===== src/rtl/cache2w_pkg.sv =====
// Shared types for the two-way cache: controller states and per-line state bits.
package cache2w_pkg;
    typedef enum logic [1:0] {
        ST_IDLE  = 2'd0,
        ST_WBACK = 2'd1,
        ST_FILL  = 2'd2
    } cstate_e;

    typedef struct packed {
        logic valid;
        logic dirty;
        logic refb;
    } line_meta_t;
endpackage


===== src/rtl/way_store.sv =====
// One way of the cache: state bits, tag and two-word block for every line.
// Assumes all operations in a cycle target the line at idx. Fill and use
// never coincide; the controller guarantees this.
module way_store
    import cache2w_pkg::*;
#(
    parameter int IDX_W  = 3,
    parameter int TAG_W  = 28,
    parameter int DATA_W = 32
) (
    input  logic                clk,
    input  logic                rst_n,
    input  logic [IDX_W-1:0]    idx,
    output line_meta_t          meta_o,
    output logic [TAG_W-1:0]    tag_o,
    output logic [2*DATA_W-1:0] blk_o,
    input  logic                fill_en,
    input  logic [TAG_W-1:0]    fill_tag,
    input  logic [2*DATA_W-1:0] fill_blk,
    input  logic                use_en,
    input  logic                clr_ref,
    input  logic                wr_en,
    input  logic                wr_word,
    input  logic [DATA_W-1:0]   wr_data
);
    localparam int LINES = 1 << IDX_W;

    line_meta_t          meta_q [LINES];
    logic [TAG_W-1:0]    tag_q  [LINES];
    logic [2*DATA_W-1:0] blk_q  [LINES];

    // Combinational read of the addressed line.
    always_comb begin
        meta_o = meta_q[idx];
        tag_o  = tag_q[idx];
        blk_o  = blk_q[idx];
    end

    // Line state update: reset clear, refill, reference and write.
    always_ff @(posedge clk) begin
        if (!rst_n) begin
            for (int i = 0; i < LINES; i++) begin
                meta_q[i] <= '0;
                tag_q[i]  <= '0;
                blk_q[i]  <= '0;
            end
        end else begin
            if (fill_en) begin
                meta_q[idx].valid <= 1'b1;
                meta_q[idx].dirty <= 1'b0;
                tag_q[idx]        <= fill_tag;
                blk_q[idx]        <= fill_blk;
            end
            if (use_en)  meta_q[idx].refb <= 1'b1;
            if (clr_ref) meta_q[idx].refb <= 1'b0;
            if (wr_en) begin
                meta_q[idx].dirty <= 1'b1;
                if (wr_word) blk_q[idx][2*DATA_W-1:DATA_W] <= wr_data;
                else         blk_q[idx][DATA_W-1:0]        <= wr_data;
            end
        end
    end


    ref_ops_exclusive_chk: assert property (@(posedge clk) disable iff (!rst_n)
        !(use_en && clr_ref));


    fill_makes_valid_chk: assert property (@(posedge clk) disable iff (!rst_n)
        fill_en |=> meta_q[$past(idx)].valid && !meta_q[$past(idx)].dirty);


    write_marks_dirty_chk: assert property (@(posedge clk) disable iff (!rst_n)
        wr_en |=> meta_q[$past(idx)].dirty);
endmodule


===== src/rtl/victim_pick.sv =====
// Replacement choice for one index of a two-way cache. Invalid lines come
// first, with way 0 ahead of way 1. Next comes a way whose reference bit is
// clear. Way 0 is the fallback.
module victim_pick (
    input  logic [1:0] valid_i,
    input  logic [1:0] refb_i,
    output logic       victim_o
);
    // Priority selection of the way to replace.
    always_comb begin
        if (!valid_i[0])      victim_o = 1'b0;
        else if (!valid_i[1]) victim_o = 1'b1;
        else if (!refb_i[0])  victim_o = 1'b0;
        else if (!refb_i[1])  victim_o = 1'b1;
        else                  victim_o = 1'b0;
    end
endmodule


===== src/rtl/nru_cache2w.sv =====
// Two-way set associative, write-back, write-allocate cache with one
// not-recently-used bit per line. Assumes the CPU holds its request and
// address stable until cpu_ready. Assumes memory answers each block
// request with a one-cycle mem_ack.
module nru_cache2w
    import cache2w_pkg::*;
#(
    parameter int ADDR_W = 32,
    parameter int DATA_W = 32,
    parameter int IDX_W  = 3
) (
    input  logic                clk,
    input  logic                rst_n,
    input  logic                cpu_req,
    input  logic                cpu_we,
    input  logic [ADDR_W-1:0]   cpu_addr,
    input  logic [DATA_W-1:0]   cpu_wdata,
    output logic [DATA_W-1:0]   cpu_rdata,
    output logic                cpu_ready,
    output logic                mem_req,
    output logic                mem_we,
    output logic [ADDR_W-1:0]   mem_addr,
    output logic [2*DATA_W-1:0] mem_wdata,
    input  logic [2*DATA_W-1:0] mem_rdata,
    input  logic                mem_ack
);
    localparam int TAG_W = ADDR_W - IDX_W - 1;
    localparam int WAYS  = 2;

    logic [IDX_W-1:0]    req_idx;
    logic [TAG_W-1:0]    req_tag;
    logic                req_word;
    line_meta_t          meta_v [WAYS];
    logic [TAG_W-1:0]    tag_v  [WAYS];
    logic [2*DATA_W-1:0] blk_v  [WAYS];
    logic [WAYS-1:0]     hit_v, use_v, clr_v, wr_v, fill_v, valid_v, refb_v;
    logic                hit, hit_way, victim;
    cstate_e             st_q;
    logic                vic_q;

    assign req_word = cpu_addr[0];
    assign req_idx  = cpu_addr[IDX_W:1];
    assign req_tag  = cpu_addr[ADDR_W-1:IDX_W+1];

    // One storage array per way.
    for (genvar w = 0; w < WAYS; w++) begin : g_way
        way_store #(.IDX_W(IDX_W), .TAG_W(TAG_W), .DATA_W(DATA_W)) u_store (
            .clk      (clk),
            .rst_n    (rst_n),
            .idx      (req_idx),
            .meta_o   (meta_v[w]),
            .tag_o    (tag_v[w]),
            .blk_o    (blk_v[w]),
            .fill_en  (fill_v[w]),
            .fill_tag (req_tag),
            .fill_blk (mem_rdata),
            .use_en   (use_v[w]),
            .clr_ref  (clr_v[w]),
            .wr_en    (wr_v[w]),
            .wr_word  (req_word),
            .wr_data  (cpu_wdata)
        );
        assign hit_v[w]   = meta_v[w].valid && (tag_v[w] == req_tag);
        assign valid_v[w] = meta_v[w].valid;
        assign refb_v[w]  = meta_v[w].refb;
        assign use_v[w]   = cpu_ready && (hit_way == 1'(w));
        assign clr_v[w]   = cpu_ready && (hit_way != 1'(w));
        assign wr_v[w]    = use_v[w] && cpu_we;
        assign fill_v[w]  = (st_q == ST_FILL) && mem_ack && (vic_q == 1'(w));
    end

    victim_pick u_pick (
        .valid_i  (valid_v),
        .refb_i   (refb_v),
        .victim_o (victim)
    );

    // Hit detection and read data selection.
    always_comb begin
        hit       = |hit_v;
        hit_way   = hit_v[1];
        cpu_ready = (st_q == ST_IDLE) && cpu_req && hit;
        cpu_rdata = req_word ? blk_v[hit_way][2*DATA_W-1:DATA_W]
                             : blk_v[hit_way][DATA_W-1:0];
    end

    // Memory port drive for write-back and refill.
    always_comb begin
        mem_req   = (st_q == ST_WBACK) || (st_q == ST_FILL);
        mem_we    = (st_q == ST_WBACK);
        mem_wdata = blk_v[vic_q];
        if (st_q == ST_WBACK) mem_addr = {tag_v[vic_q], req_idx, 1'b0};
        else                  mem_addr = {req_tag, req_idx, 1'b0};
    end

    // Miss sequencing: pick the victim, write it back if dirty, then refill.
    always_ff @(posedge clk) begin
        if (!rst_n) begin
            st_q  <= ST_IDLE;
            vic_q <= 1'b0;
        end else begin
            case (st_q)
                ST_IDLE: if (cpu_req && !hit) begin
                    vic_q <= victim;
                    st_q  <= (meta_v[victim].valid && meta_v[victim].dirty)
                             ? ST_WBACK : ST_FILL;
                end
                ST_WBACK: if (mem_ack) st_q <= ST_FILL;
                ST_FILL:  if (mem_ack) st_q <= ST_IDLE;
                default:  st_q <= ST_IDLE;
            endcase
        end
    end


    mem_req_hold_chk: assert property (@(posedge clk) disable iff (!rst_n)
        mem_req && !mem_ack |=> mem_req && $stable(mem_we) && $stable(mem_addr)
                                && $stable(mem_wdata));


    wback_then_fill_chk: assert property (@(posedge clk) disable iff (!rst_n)
        mem_req && mem_we && mem_ack |=> mem_req && !mem_we);


    stall_during_mem_chk: assert property (@(posedge clk) disable iff (!rst_n)
        mem_req |-> !cpu_ready);


    ready_needs_req_chk: assert property (@(posedge clk) disable iff (!rst_n)
        cpu_ready |-> cpu_req && !mem_req);


    single_ref_chk: assert property (@(posedge clk) disable iff (!rst_n)
        $countones(refb_v) <= 1);


    block_aligned_chk: assert property (@(posedge clk) disable iff (!rst_n)
        mem_req |-> !mem_addr[0]);
endmodule


===== config.mk =====
export PLATFORM = sky130hd
export DESIGN_NAME = nru_cache2w
export DESIGN_NICKNAME = d
export VERILOG_FILES = /design/src/rtl/cache2w_pkg.sv /design/src/rtl/way_store.sv /design/src/rtl/victim_pick.sv /design/src/rtl/nru_cache2w.sv
export SDC_FILE = /design/constraint.sdc
export NUM_CORES = 2
export LEC_CHECK = 0
export BUFFER_PORTS_ARGS = -buffer_cell sky130_fd_sc_hd__buf_2
export CAP_MARGIN = 20
export CORE_ASPECT_RATIO = 1.25
export CORE_MARGIN = 1.5
export CORE_UTILIZATION = 50
export CTS_CLUSTER_DIAMETER = 30
export CTS_CLUSTER_SIZE = 12
export DETAILED_ROUTE_END_ITERATION = 8
export MAX_ROUTING_LAYER = met4
export PLACE_DENSITY = 0.66
export SYNTH_ARGS = -nofsm -noshare
export SYNTH_HDL_FRONTEND = slang
export SYNTH_SLANG_ARGS = --single-unit

===== constraint.sdc =====
create_clock -name clk -period 13.35 [get_ports clk]
set_input_delay 2.0025 -clock clk [delete_from_list [all_inputs] [get_ports clk]]
set_output_delay 2.0025 -clock clk [all_outputs]
set_load 0.005 [all_outputs]

==> impl_results.md <==
* Status: finished, final reports clean
* Mapped Nets at between 6000 and 7000
* Worst Path Buf+Inv at 6
* DR iter-0 viols at 9857
* # port buffers at 262
* Post-place setup slack at between 3 and 4 ns
* Commonest cells post-synth: edfxtp_1 (1504), nand2_1 (912), mux2i_1 (731)
* Post-synth top area share at 58.3%
* Final WS setup at ~3.2 ns
* CP peak stage delay at about 0.96 ns
* Setup crit end kind: output pin
* Initial antenna violation count at 40
* Wirelength per Cell at approximately 34 um
* Synthesized cell area at between 70000 and 80000 um^2
* H-tree depth at 5
* Synth area leader: edfxtp_1
* GPL Wtd Cong at 0.913
* Fin. Hold Viols at 0
* Cell Chain, Critical Path: buf_8 > buf_12 > and2_1 > buf_8 > a22o_1 > nor3_1 > nor4b_1 > nand4_1 > or4_4 > buf_4 > buf_4 > mux4_2 > buf_2
* Final WL at 290000 um
* Hold path cells at 2
* Critical path class: input pin to output pin
* Hold WS at ~0.44 ns
* Reg clk slew, reported paths at approximately 0.050 ns
* CTS root buf: clkbuf_16
* GRT overflow at 0
* Final std cells w/o fill at 8590
* Min-Delay Path Class: flip-flop to flip-flop
* Post-DR vias/cell at roughly 6.9
* CTS tree: yes
* Syn. warnings at 0
* Main synth FF type: edfxtp_1
* Clock net sink count at around 1500
* RSZ-0062 raised after global routing: no
* Largest net degree at the start of global routing at between 150 and 200
* Placed cell count at between 8000 and 9000
* Post-synthesis sequential area ratio at about three fifths
* Initial cell density of the core at around half
* P&R area growth vs syn at 15.9%
* Total CTS buffers at ~300
* Synth async-reset ratio at 0%
* First-pass DRT Iterations at 8
* Clock Tree Buf Depth at 4
* Min Tclk post-route at 10.13 ns
* Share of cells above drive strength 1 at 19.5%
* Main area contributors after synthesis: edfxtp_1 (58%), mux2i_1 (9.4%), nand2_1 (4.4%)
* Die Area at 157000 um^2
* Peak fanout along the critical path at 80
* Vias in the first global route at a little under 60000
* Max Clk Rate at between 90 and 100 MHz
* Post-synth EDFFs at roughly 1500
* Yosys reg bits at between 1500 and 2000
* DPL Wire Length at 170000 um
* R2R cell count at 11
* Setup TNS at 0 ns
* Most frequent cell after synthesis: edfxtp_1
* CP required at ~11 ns
* First-pass GRT wire length at roughly 410000 um
* Worst Tran Pin Value at ~1.2 ns
* Final setup viols at 0
* Avg Inst Size Synth at about 12 um^2
* Chip Height at roughly 440 um
* Fin crit share at 75.9%
* Post_cts resized at 0
* CP startpoint kind: input pin
* VDD IR max at between 0.15 and 0.2 mV
* Clock skew at just over 0.08 ns
* Max Cap Viol at 0
* Std cell rows at ~160
* Slew margin rel. at 22.0%
* Top delay family on crit path: simple AND/OR/NAND/NOR gates
* DRC errors left at 0
* Clock Latency Late Sink at ~0.94 ns
* Critical Path Slowest Stage Cell: or4_4
* Die X-Extent at between 300 and 400 um
* Crit path depth at 13
* I/O pins at between 200 and 300
* Mapped Cells at between 6000 and 7000
* Power per cell area at 155 nW/um^2
* Core Footprint at about 150000 um^2
* Final #Nets at ~6400
* Worst Path Arrival at between 8 and 9 ns
* Aggregate global-route resource usage at a little under two fifths
* # Post-CTS Setup Buffers at 0
* CTS Hold Bufs at 0
* Final ANT Viol Nets at 0
* Slew Limit Fails at 0
* Static Leak at 35.4 nW
* Distinct cells, synth at between 60 and 70
* Vias at 58958
## power by group
part / leakage, nW / total, mW / internal, mW / switching [mW]
sequential: 15.5 / 5.49 / 5.44 / 0.0515
combinational: 15.3 / 1.11 / 0.281 / 0.826
clock: 4.69 / 7.32 / 4.84 / 2.48
## per-layer routing
| layer | up-vias | wire (um) | track usage (%) |
|---|---|---|---|
| met5 | - | 0 | - |
| met4 | 0 | 18400 | 21.0 |
| met3 | 1007 | 39400 | 10.1 |
| met2 | 4826 | 134000 | 56.6 |
| met1 | 29119 | 98800 | 44.8 |
| li1 | 24006 | - | - |
## cell type report
| class | count | area, um^2 |
|---|---|---|
| inverter | 15 | 63.8 |
| clock buffer | 328 | 7610 |
| multi-input combinational | 4052 | 29300 |
| sequential | 1523 | 45500 |
| fill | 12144 | 64000 |
| antenna | 37 | 92.6 |
| clock inverter | 180 | 2060 |
| timing repair buffer | 418 | 2660 |
| tap | 2037 | 2550 |
## through the flow
stage,utilization (%),power [mW],area (um^2)
after floorplan,-,6.13,77500
after global placement,52.0,6.62,80000
after detailed placement,52.0,6.63,80100
after CTS,58.3,13.9,89700
after global routing,58.4,14.2,89900
final,58.4,13.9,89900
## registers in the layout, summed over array words and instances, names as in the netlist
| name | cells |
|---|---|
| st_q | 2 |
| vic_q | 1 |
| g_way.u_store.tag_q | 448 |
| g_way.u_store.meta_q | 48 |
| g_way.u_store.blk_q | 1024 |
## layout by cell type, fill, tap and decap left out, types with 107 or more instances in the layout
cell / n
buf_4: 146
clkbuf_16: 299
mux2i_1: 731
edfxtp_1: 1504
nand2_1: 891
and3_1: 353
a22oi_1: 231
a21oi_1: 586
mux2_2: 145
buf_2: 257
nand4_1: 107
nor2_1: 306
## worst reg2reg max path, delay by kind of cell, from the launching register on
family                    cells  cell delay (ns)
buffers and inverters         3             2.19
xor gates and xnor gates      1             0.53
and+or+nand+nor               4             2.00
DFF                           1             0.39
muxes                         3             1.06
## cells by family (layout without fill, tap and decap cells)
kind of cell	count (synthesis)	after routing	synth area share, %
and+or+nand+nor	1797	1797	10.5
DFF	1523	1523	58.7
AOI/OAI and AO/OA	1227	1227	11.5
muxes	977	977	14.5
buffers and inverters	715	941	4.19
xor gates and xnor gates	47	47	0.531
adders and majority gates	3	3	0.0484
other	1	38	0.00484
## final timing paths
kind / startpoint / to / slack [ns]
worst max-delay path: cpu_addr[1] / cpu_rdata[3] / 3.22
worst min-delay path: g_way[0].u_store.meta_q[6][2]$_DFF_P_ / g_way[0].u_store.meta_q[6][2]$_DFF_P_ / 0.44
worst max register to register: g_way[1].u_store.tag_q[0][18]$_SDFFCE_PN0P_ / g_way[0].u_store.blk_q[5][61]$_SDFFCE_PN0P_ / 6.93
worst min register to register: g_way[0].u_store.meta_q[6][2]$_DFF_P_ / g_way[0].u_store.meta_q[6][2]$_DFF_P_ / 0.44
No activity file was read; power rests on OpenSTA's default activity.
